File: src/rtl/dslope_seq_pkg.sv
package dslope_seq_pkg;
  typedef enum logic [1:0] {
    PH_IDLE  = 2'd0,
    PH_AZ    = 2'd1,
    PH_INT   = 2'd2,
    PH_DEINT = 2'd3
  } phase_t;
endpackage

File: src/rtl/dslope_prescaler.sv
module dslope_prescaler #(
  parameter int DIV = 4
) (
  input  logic clk_i,
  input  logic rst_i,
  input  logic run_i,
  output logic tick_o
);
  localparam int W = (DIV > 1) ? $clog2(DIV) : 1;

  logic [W-1:0] cnt_q;

  assign tick_o = run_i && (cnt_q == W'(DIV - 1));

  always_ff @(posedge clk_i) begin
    if (rst_i || !run_i) begin
      cnt_q <= '0;
    end else if (tick_o) begin
      cnt_q <= '0;
    end else begin
      cnt_q <= cnt_q + W'(1);
    end
  end
endmodule

File: src/rtl/dslope_frame_timer.sv
module dslope_frame_timer
  import dslope_seq_pkg::*;
#(
  parameter int AZ_TICKS    = 256,
  parameter int INT_TICKS   = 256,
  parameter int DEINT_TICKS = 768
) (
  input  logic   clk_i,
  input  logic   rst_i,
  input  logic   launch_i,
  input  logic   tick_i,
  output logic   busy_o,
  output phase_t phase_o,
  output logic   int_end_o,
  output logic   deint_tick_o,
  output logic   last_tick_o
);
  localparam int FRAME   = AZ_TICKS + INT_TICKS + DEINT_TICKS;
  localparam int CNT_W   = $clog2(FRAME);
  localparam int INT_LO  = AZ_TICKS;
  localparam int DEI_LO  = AZ_TICKS + INT_TICKS;

  logic [CNT_W-1:0] cnt_q, cnt_d;
  logic             busy_q, busy_d;
  phase_t           phase_q, phase_d;

  assign last_tick_o  = tick_i && (cnt_q == CNT_W'(FRAME - 1));
  assign int_end_o    = tick_i && (cnt_q == CNT_W'(DEI_LO - 1));
  assign deint_tick_o = tick_i && (cnt_q >= CNT_W'(DEI_LO));

  always_comb begin
    busy_d = busy_q;
    cnt_d  = cnt_q;
    if (launch_i) begin
      busy_d = 1'b1;
      cnt_d  = '0;
    end else if (tick_i) begin
      if (last_tick_o) begin
        busy_d = 1'b0;
        cnt_d  = '0;
      end else begin
        cnt_d = cnt_q + CNT_W'(1);
      end
    end
  end

  always_comb begin
    if (!busy_d) begin
      phase_d = PH_IDLE;
    end else if (cnt_d < CNT_W'(INT_LO)) begin
      phase_d = PH_AZ;
    end else if (cnt_d < CNT_W'(DEI_LO)) begin
      phase_d = PH_INT;
    end else begin
      phase_d = PH_DEINT;
    end
  end

  always_ff @(posedge clk_i) begin
    if (rst_i) begin
      cnt_q   <= '0;
      busy_q  <= 1'b0;
      phase_q <= PH_IDLE;
    end else begin
      cnt_q   <= cnt_d;
      busy_q  <= busy_d;
      phase_q <= phase_d;
    end
  end

  assign busy_o  = busy_q;
  assign phase_o = phase_q;
endmodule

File: src/rtl/dslope_deint_counter.sv
module dslope_deint_counter #(
  parameter int DEINT_TICKS = 768,
  parameter int MAG_W       = 15
) (
  input  logic             clk_i,
  input  logic             rst_i,
  input  logic             launch_i,
  input  logic             int_end_i,
  input  logic             deint_tick_i,
  input  logic             last_tick_i,
  input  logic             cmp_i,
  output logic             ref_neg_o,
  output logic [MAG_W-1:0] mag_o,
  output logic             pol_o,
  output logic             ovr_o
);
  logic             sign_q;
  logic             crossed_q, crossed_d;
  logic [MAG_W-1:0] cnt_q, cnt_d;
  logic [MAG_W-1:0] mag_q;
  logic             pol_q, ovr_q;

  always_comb begin
    crossed_d = crossed_q;
    cnt_d     = cnt_q;
    if (launch_i) begin
      crossed_d = 1'b0;
      cnt_d     = '0;
    end else if (deint_tick_i && !crossed_q) begin
      if (cmp_i != sign_q) begin
        crossed_d = 1'b1;
      end else if (cnt_q < MAG_W'(DEINT_TICKS)) begin
        cnt_d = cnt_q + MAG_W'(1);
      end
    end
  end

  always_ff @(posedge clk_i) begin
    if (rst_i) begin
      sign_q    <= 1'b0;
      crossed_q <= 1'b0;
      cnt_q     <= '0;
      mag_q     <= '0;
      pol_q     <= 1'b0;
      ovr_q     <= 1'b0;
    end else begin
      crossed_q <= crossed_d;
      cnt_q     <= cnt_d;
      if (int_end_i) begin
        sign_q <= cmp_i;
      end
      if (last_tick_i) begin
        mag_q <= cnt_d;
        pol_q <= sign_q;
        ovr_q <= !crossed_d;
      end
    end
  end

  assign ref_neg_o = sign_q;
  assign mag_o     = mag_q;
  assign pol_o     = pol_q;
  assign ovr_o     = ovr_q;
endmodule

File: src/rtl/dslope_seq.sv
module dslope_seq
  import dslope_seq_pkg::*;
#(
  parameter int PRE_DIV     = 4,
  parameter int AZ_TICKS    = 256,
  parameter int INT_TICKS   = 256,
  parameter int DEINT_TICKS = 768,
  parameter int MAG_W       = 15
) (
  input  logic             clk_i,
  input  logic             rst_i,
  input  logic             cont_i,
  input  logic             start_i,
  input  logic             cmp_i,
  output logic             busy_o,
  output logic             az_o,
  output logic             integ_o,
  output logic             deint_o,
  output logic             ref_neg_o,
  output logic [MAG_W-1:0] mag_o,
  output logic             pol_o,
  output logic             ovr_o
);
  logic   busy;
  logic   tick;
  logic   launch;
  logic   int_end;
  logic   deint_tick;
  logic   last_tick;
  phase_t phase;

  assign launch = !busy && (start_i || cont_i);

  dslope_prescaler #(
    .DIV (PRE_DIV)
  ) u_pre (
    .clk_i  (clk_i),
    .rst_i  (rst_i),
    .run_i  (busy),
    .tick_o (tick)
  );

  dslope_frame_timer #(
    .AZ_TICKS    (AZ_TICKS),
    .INT_TICKS   (INT_TICKS),
    .DEINT_TICKS (DEINT_TICKS)
  ) u_timer (
    .clk_i        (clk_i),
    .rst_i        (rst_i),
    .launch_i     (launch),
    .tick_i       (tick),
    .busy_o       (busy),
    .phase_o      (phase),
    .int_end_o    (int_end),
    .deint_tick_o (deint_tick),
    .last_tick_o  (last_tick)
  );

  dslope_deint_counter #(
    .DEINT_TICKS (DEINT_TICKS),
    .MAG_W       (MAG_W)
  ) u_count (
    .clk_i        (clk_i),
    .rst_i        (rst_i),
    .launch_i     (launch),
    .int_end_i    (int_end),
    .deint_tick_i (deint_tick),
    .last_tick_i  (last_tick),
    .cmp_i        (cmp_i),
    .ref_neg_o    (ref_neg_o),
    .mag_o        (mag_o),
    .pol_o        (pol_o),
    .ovr_o        (ovr_o)
  );

  assign busy_o  = busy;
  assign az_o    = (phase == PH_AZ);
  assign integ_o = (phase == PH_INT);
  assign deint_o = (phase == PH_DEINT);
endmodule

File: config.mk
export PLATFORM = sky130hd
export DESIGN_NAME = dslope_seq
export DESIGN_NICKNAME = d
export VERILOG_FILES = /design/src/rtl/dslope_seq_pkg.sv /design/src/rtl/dslope_prescaler.sv /design/src/rtl/dslope_frame_timer.sv /design/src/rtl/dslope_deint_counter.sv /design/src/rtl/dslope_seq.sv
export SDC_FILE = /design/constraint.sdc
export NUM_CORES = 1
export LEC_CHECK = 0
export BUFFER_PORTS_ARGS = -buffer_cell sky130_fd_sc_hd__clkbuf_2
export CAP_MARGIN = 20
export CORE_MARGIN = 3
export CORE_UTILIZATION = 52
export CTS_CLUSTER_DIAMETER = 40
export DETAILED_ROUTE_END_ITERATION = 7
export GPL_ROUTABILITY_DRIVEN = 1
export PLACE_DENSITY = 0.8
export SKIP_LAST_GASP = 1
export SYNTH_ARGS = -nofsm -noshare
export SYNTH_HDL_FRONTEND = slang
export SYNTH_HIERARCHICAL = 1
export SYNTH_SLANG_ARGS = --single-unit
export TNS_END_PERCENT = 100
File: constraint.sdc
create_clock -name clk_i -period 2.6 [get_ports clk_i]
set_clock_uncertainty 0.15 [all_clocks]
set_input_delay 0.13 -clock clk_i [delete_from_list [all_inputs] [get_ports clk_i]]
set_output_delay 0.13 -clock clk_i [all_outputs]
set_load 0.1 [all_outputs]
==> impl_metrics.env <==
export IMPL_grt_setup_unrepaired="no"
export IMPL_synth_edf_count=0
export IMPL_grt_ovfl_total=0
export IMPL_critPathMaxFanout=8
export IMPL_avgSynthCellArea_um2=9.38
export IMPL_internal_power_mw=1.07
export IMPL_clkLatencyLatePin_ps=300
export IMPL_synth_top_cell_area_share_pct=43.4
export IMPL_yosysTopAreaCell="dfxtp_1"
export IMPL_pin_count=27
export IMPL_cts_tree="yes"
export IMPL_wire_per_inst_um=14.1
export IMPL_cts_path_max_buffers=2
export IMPL_ys_seq_elements=50
export IMPL_hold_class="input pin to flop"
export IMPL_viasPerCell=5.83
export IMPL_synth_area_top_cells="dfxtp_1, nor2_1, nand3_1"
export IMPL_crit_required_ps=2700
export IMPL_irDropWorstVdd_mv=0.380
export IMPL_critPathArrivalTime_ps=2490
export IMPL_drtPass1Iterations=4
export IMPL_final_common_cell="dfxtp_1"
export IMPL_slew_viol_final=0
export IMPL_maxSlewHeadroom_pct=63.2
export IMPL_critPathCaptureType="flop"
export IMPL_status="finished clean"
export IMPL_initial_core_util_pct=55.7
export IMPL_p_seq_share_pct=55.7
export IMPL_cts_max_level=2
export IMPL_coreArea_um2=4140
export IMPL_tns_ps=0
export IMPL_ys_types=56
export IMPL_crit_path_start_kind="flop"
export IMPL_gp_congestion=0.847
export IMPL_hold_viol=0
export IMPL_synthArstFlopShare_pct=0
export IMPL_n_antenna_cell=0
export IMPL_swShare_pct=22.8
export IMPL_setup_viol=0
export IMPL_antenna_left=0
export IMPL_cts_made_buffers=5
export IMPL_drv_cap=0
export IMPL_timing_hold_ws_ps=180
export IMPL_drive_gt1_share_pct=24.5
export IMPL_cts_root_buffer="clkbuf_8"
export IMPL_antenna_found_initial=0
export IMPL_rows=23
export IMPL_p_comb_share_pct=4.9
export IMPL_die_y_um=72.6
export IMPL_final_nets=284
export IMPL_tightest_slew_ps=550
export IMPL_die_w_um=72.6
export IMPL_crit_type="flop to flop"
export IMPL_ys_warnings_count=6
export IMPL_wl_um=4610
export IMPL_mostFrequentLayoutCells="dfxtp_1, nor2_1, clkbuf_2"
export IMPL_synth_main_ff_cell="dfxtp_1"
export IMPL_vias=1905
export IMPL_place_hpwl_um=3350
export IMPL_die_area_um2=5280
export IMPL_track_usage_pct=18.7
export IMPL_power_density_nw_per_um2=531
export IMPL_syn_to_final_growth_pct=13.3
export IMPL_drt_iter0_markers=79
export IMPL_grt_max_degree=24
export IMPL_p_sw_uw=316
export IMPL_ys_seq_area_share_pct=43.4
export IMPL_fillCellCount=369
export IMPL_syn_area_um2=2310
export IMPL_clkTransAtPathRegs_ps=90
export IMPL_synthCells=246
export IMPL_grt_pass1_wl_um=7870
export IMPL_drc=0
export IMPL_port_buffers=26
export IMPL_first_global_vias=1766
export IMPL_period_minus_slack_ps=2400
export IMPL_cts_resized=0
export IMPL_power_leakage_nw=1.01
export IMPL_period_share_pct=92.2
export IMPL_syn_num_nets=254
export IMPL_clock_sinks=50
export IMPL_fmax_ghz=0.417
export IMPL_clkPwrFrac_pct=39.3
## area by class of cell
class / count / area [um2] / share of cell area (%)
clock buffer: 5 / 68.8 / 2.63
clock inverter: 3 / 43.8 / 1.67
inverter: 5 / 18.8 / 0.717
multi-input combinational: 179 / 1220 / 46.5
sequential: 50 / 1000 / 38.4
tap: 50 / 62.6 / 2.39
timing repair buffer: 35 / 200 / 7.65
## through the flow
step	total power, mW	area, um2	worst slack [ps]	std cells	util, %
2_1_floorplan	0.842	2330	22.9	246	-
3_3_place_gp	0.859	2490	276	318	60.2
3_5_place_dp	0.860	2490	219	318	60.2
4_1_cts	1.41	2620	191	327	63.1
5_1_grt	1.44	2620	91.4	327	63.1
6_report	1.39	2620	202	327	63.1
## power by group through the flow
stage / registers (mW) / clock network, mW / logic (mW)
after floorplan: 0.801 / 0 / 0.0409
after global placement: 0.791 / 0 / 0.0673
after detailed placement: 0.792 / 0 / 0.0679
after CTS: 0.774 / 0.564 / 0.0694
after global routing: 0.775 / 0.595 / 0.0744
final: 0.774 / 0.546 / 0.0687
## layer usage
metal  up-vias  GRT usage (%)  share of wire [%]
met3         7           4.13                4.3
li1        950              -                  -
met4         0           7.99                1.4
met5         -              0                  0
met1       911           23.1                 46
met2        37           31.2                 48
## critical path, cell delays in order, from the launching register on
cell and delay, ps:
dfxtp_1 360, ha_1 220, and2_4 210, and4_4 230, nand3_4 90, inv_2 90, or3b_1 460, or4_1 440
nand3_1 100
## Yosys cell counts, drive strengths merged, types with 3 or more instances
master,instances
dfxtp,50
nor2,30
nand3,19
a21oi,11
nand2,11
and2,9
buf,8
nand4,8
nor3,8
xor2,8
o21ai,7
mux2i,6
or4,6
xnor2,6
a22oi,5
a32oi,5
and3,4
inv,4
or3,4
and4,3
clkbuf,3
ha,3
## final timing paths
check,startpoint,endpoint,slack (ps),cells after the start
hold / removal,rst_i,u_count/pol_o,180,2
setup / recovery,u_pre/cnt_q[0],u_count/mag_o[8],200,8
setup reg to reg,u_pre/cnt_q[0],u_count/mag_o[8],200,8
hold reg to reg,u_pre/cnt_q[0],u_pre/cnt_q[0],300,1
## state kept, by name, summed over array words and instances (netlist names)
signal and flops:
u_count/cnt_q 15, u_timer/busy_o 1, u_count/mag_o 15, u_count/ovr_o 1, u_timer/phase_o 2, u_count/crossed_q 1, u_pre/cnt_q 2, u_count/pol_o 1
u_count/ref_neg_o 1, u_timer/cnt_q 11
## what timing repair did
item	4_1_cts	5_1_grt
endpoints found under the hold margin	1	0
hold buffers	1	0
buffers inserted	0	0
## cells by family after synthesis
group / synth area share (%)
and+or+nand+nor: 29.9
DFF: 43.4
AOI/OAI and AO/OA: 12.6
buffers and inverters: 4.34
xor gates and xnor gates: 5.64
muxes: 2.60
adders and majority gates: 1.63
(Power assumes the default switching activity.)
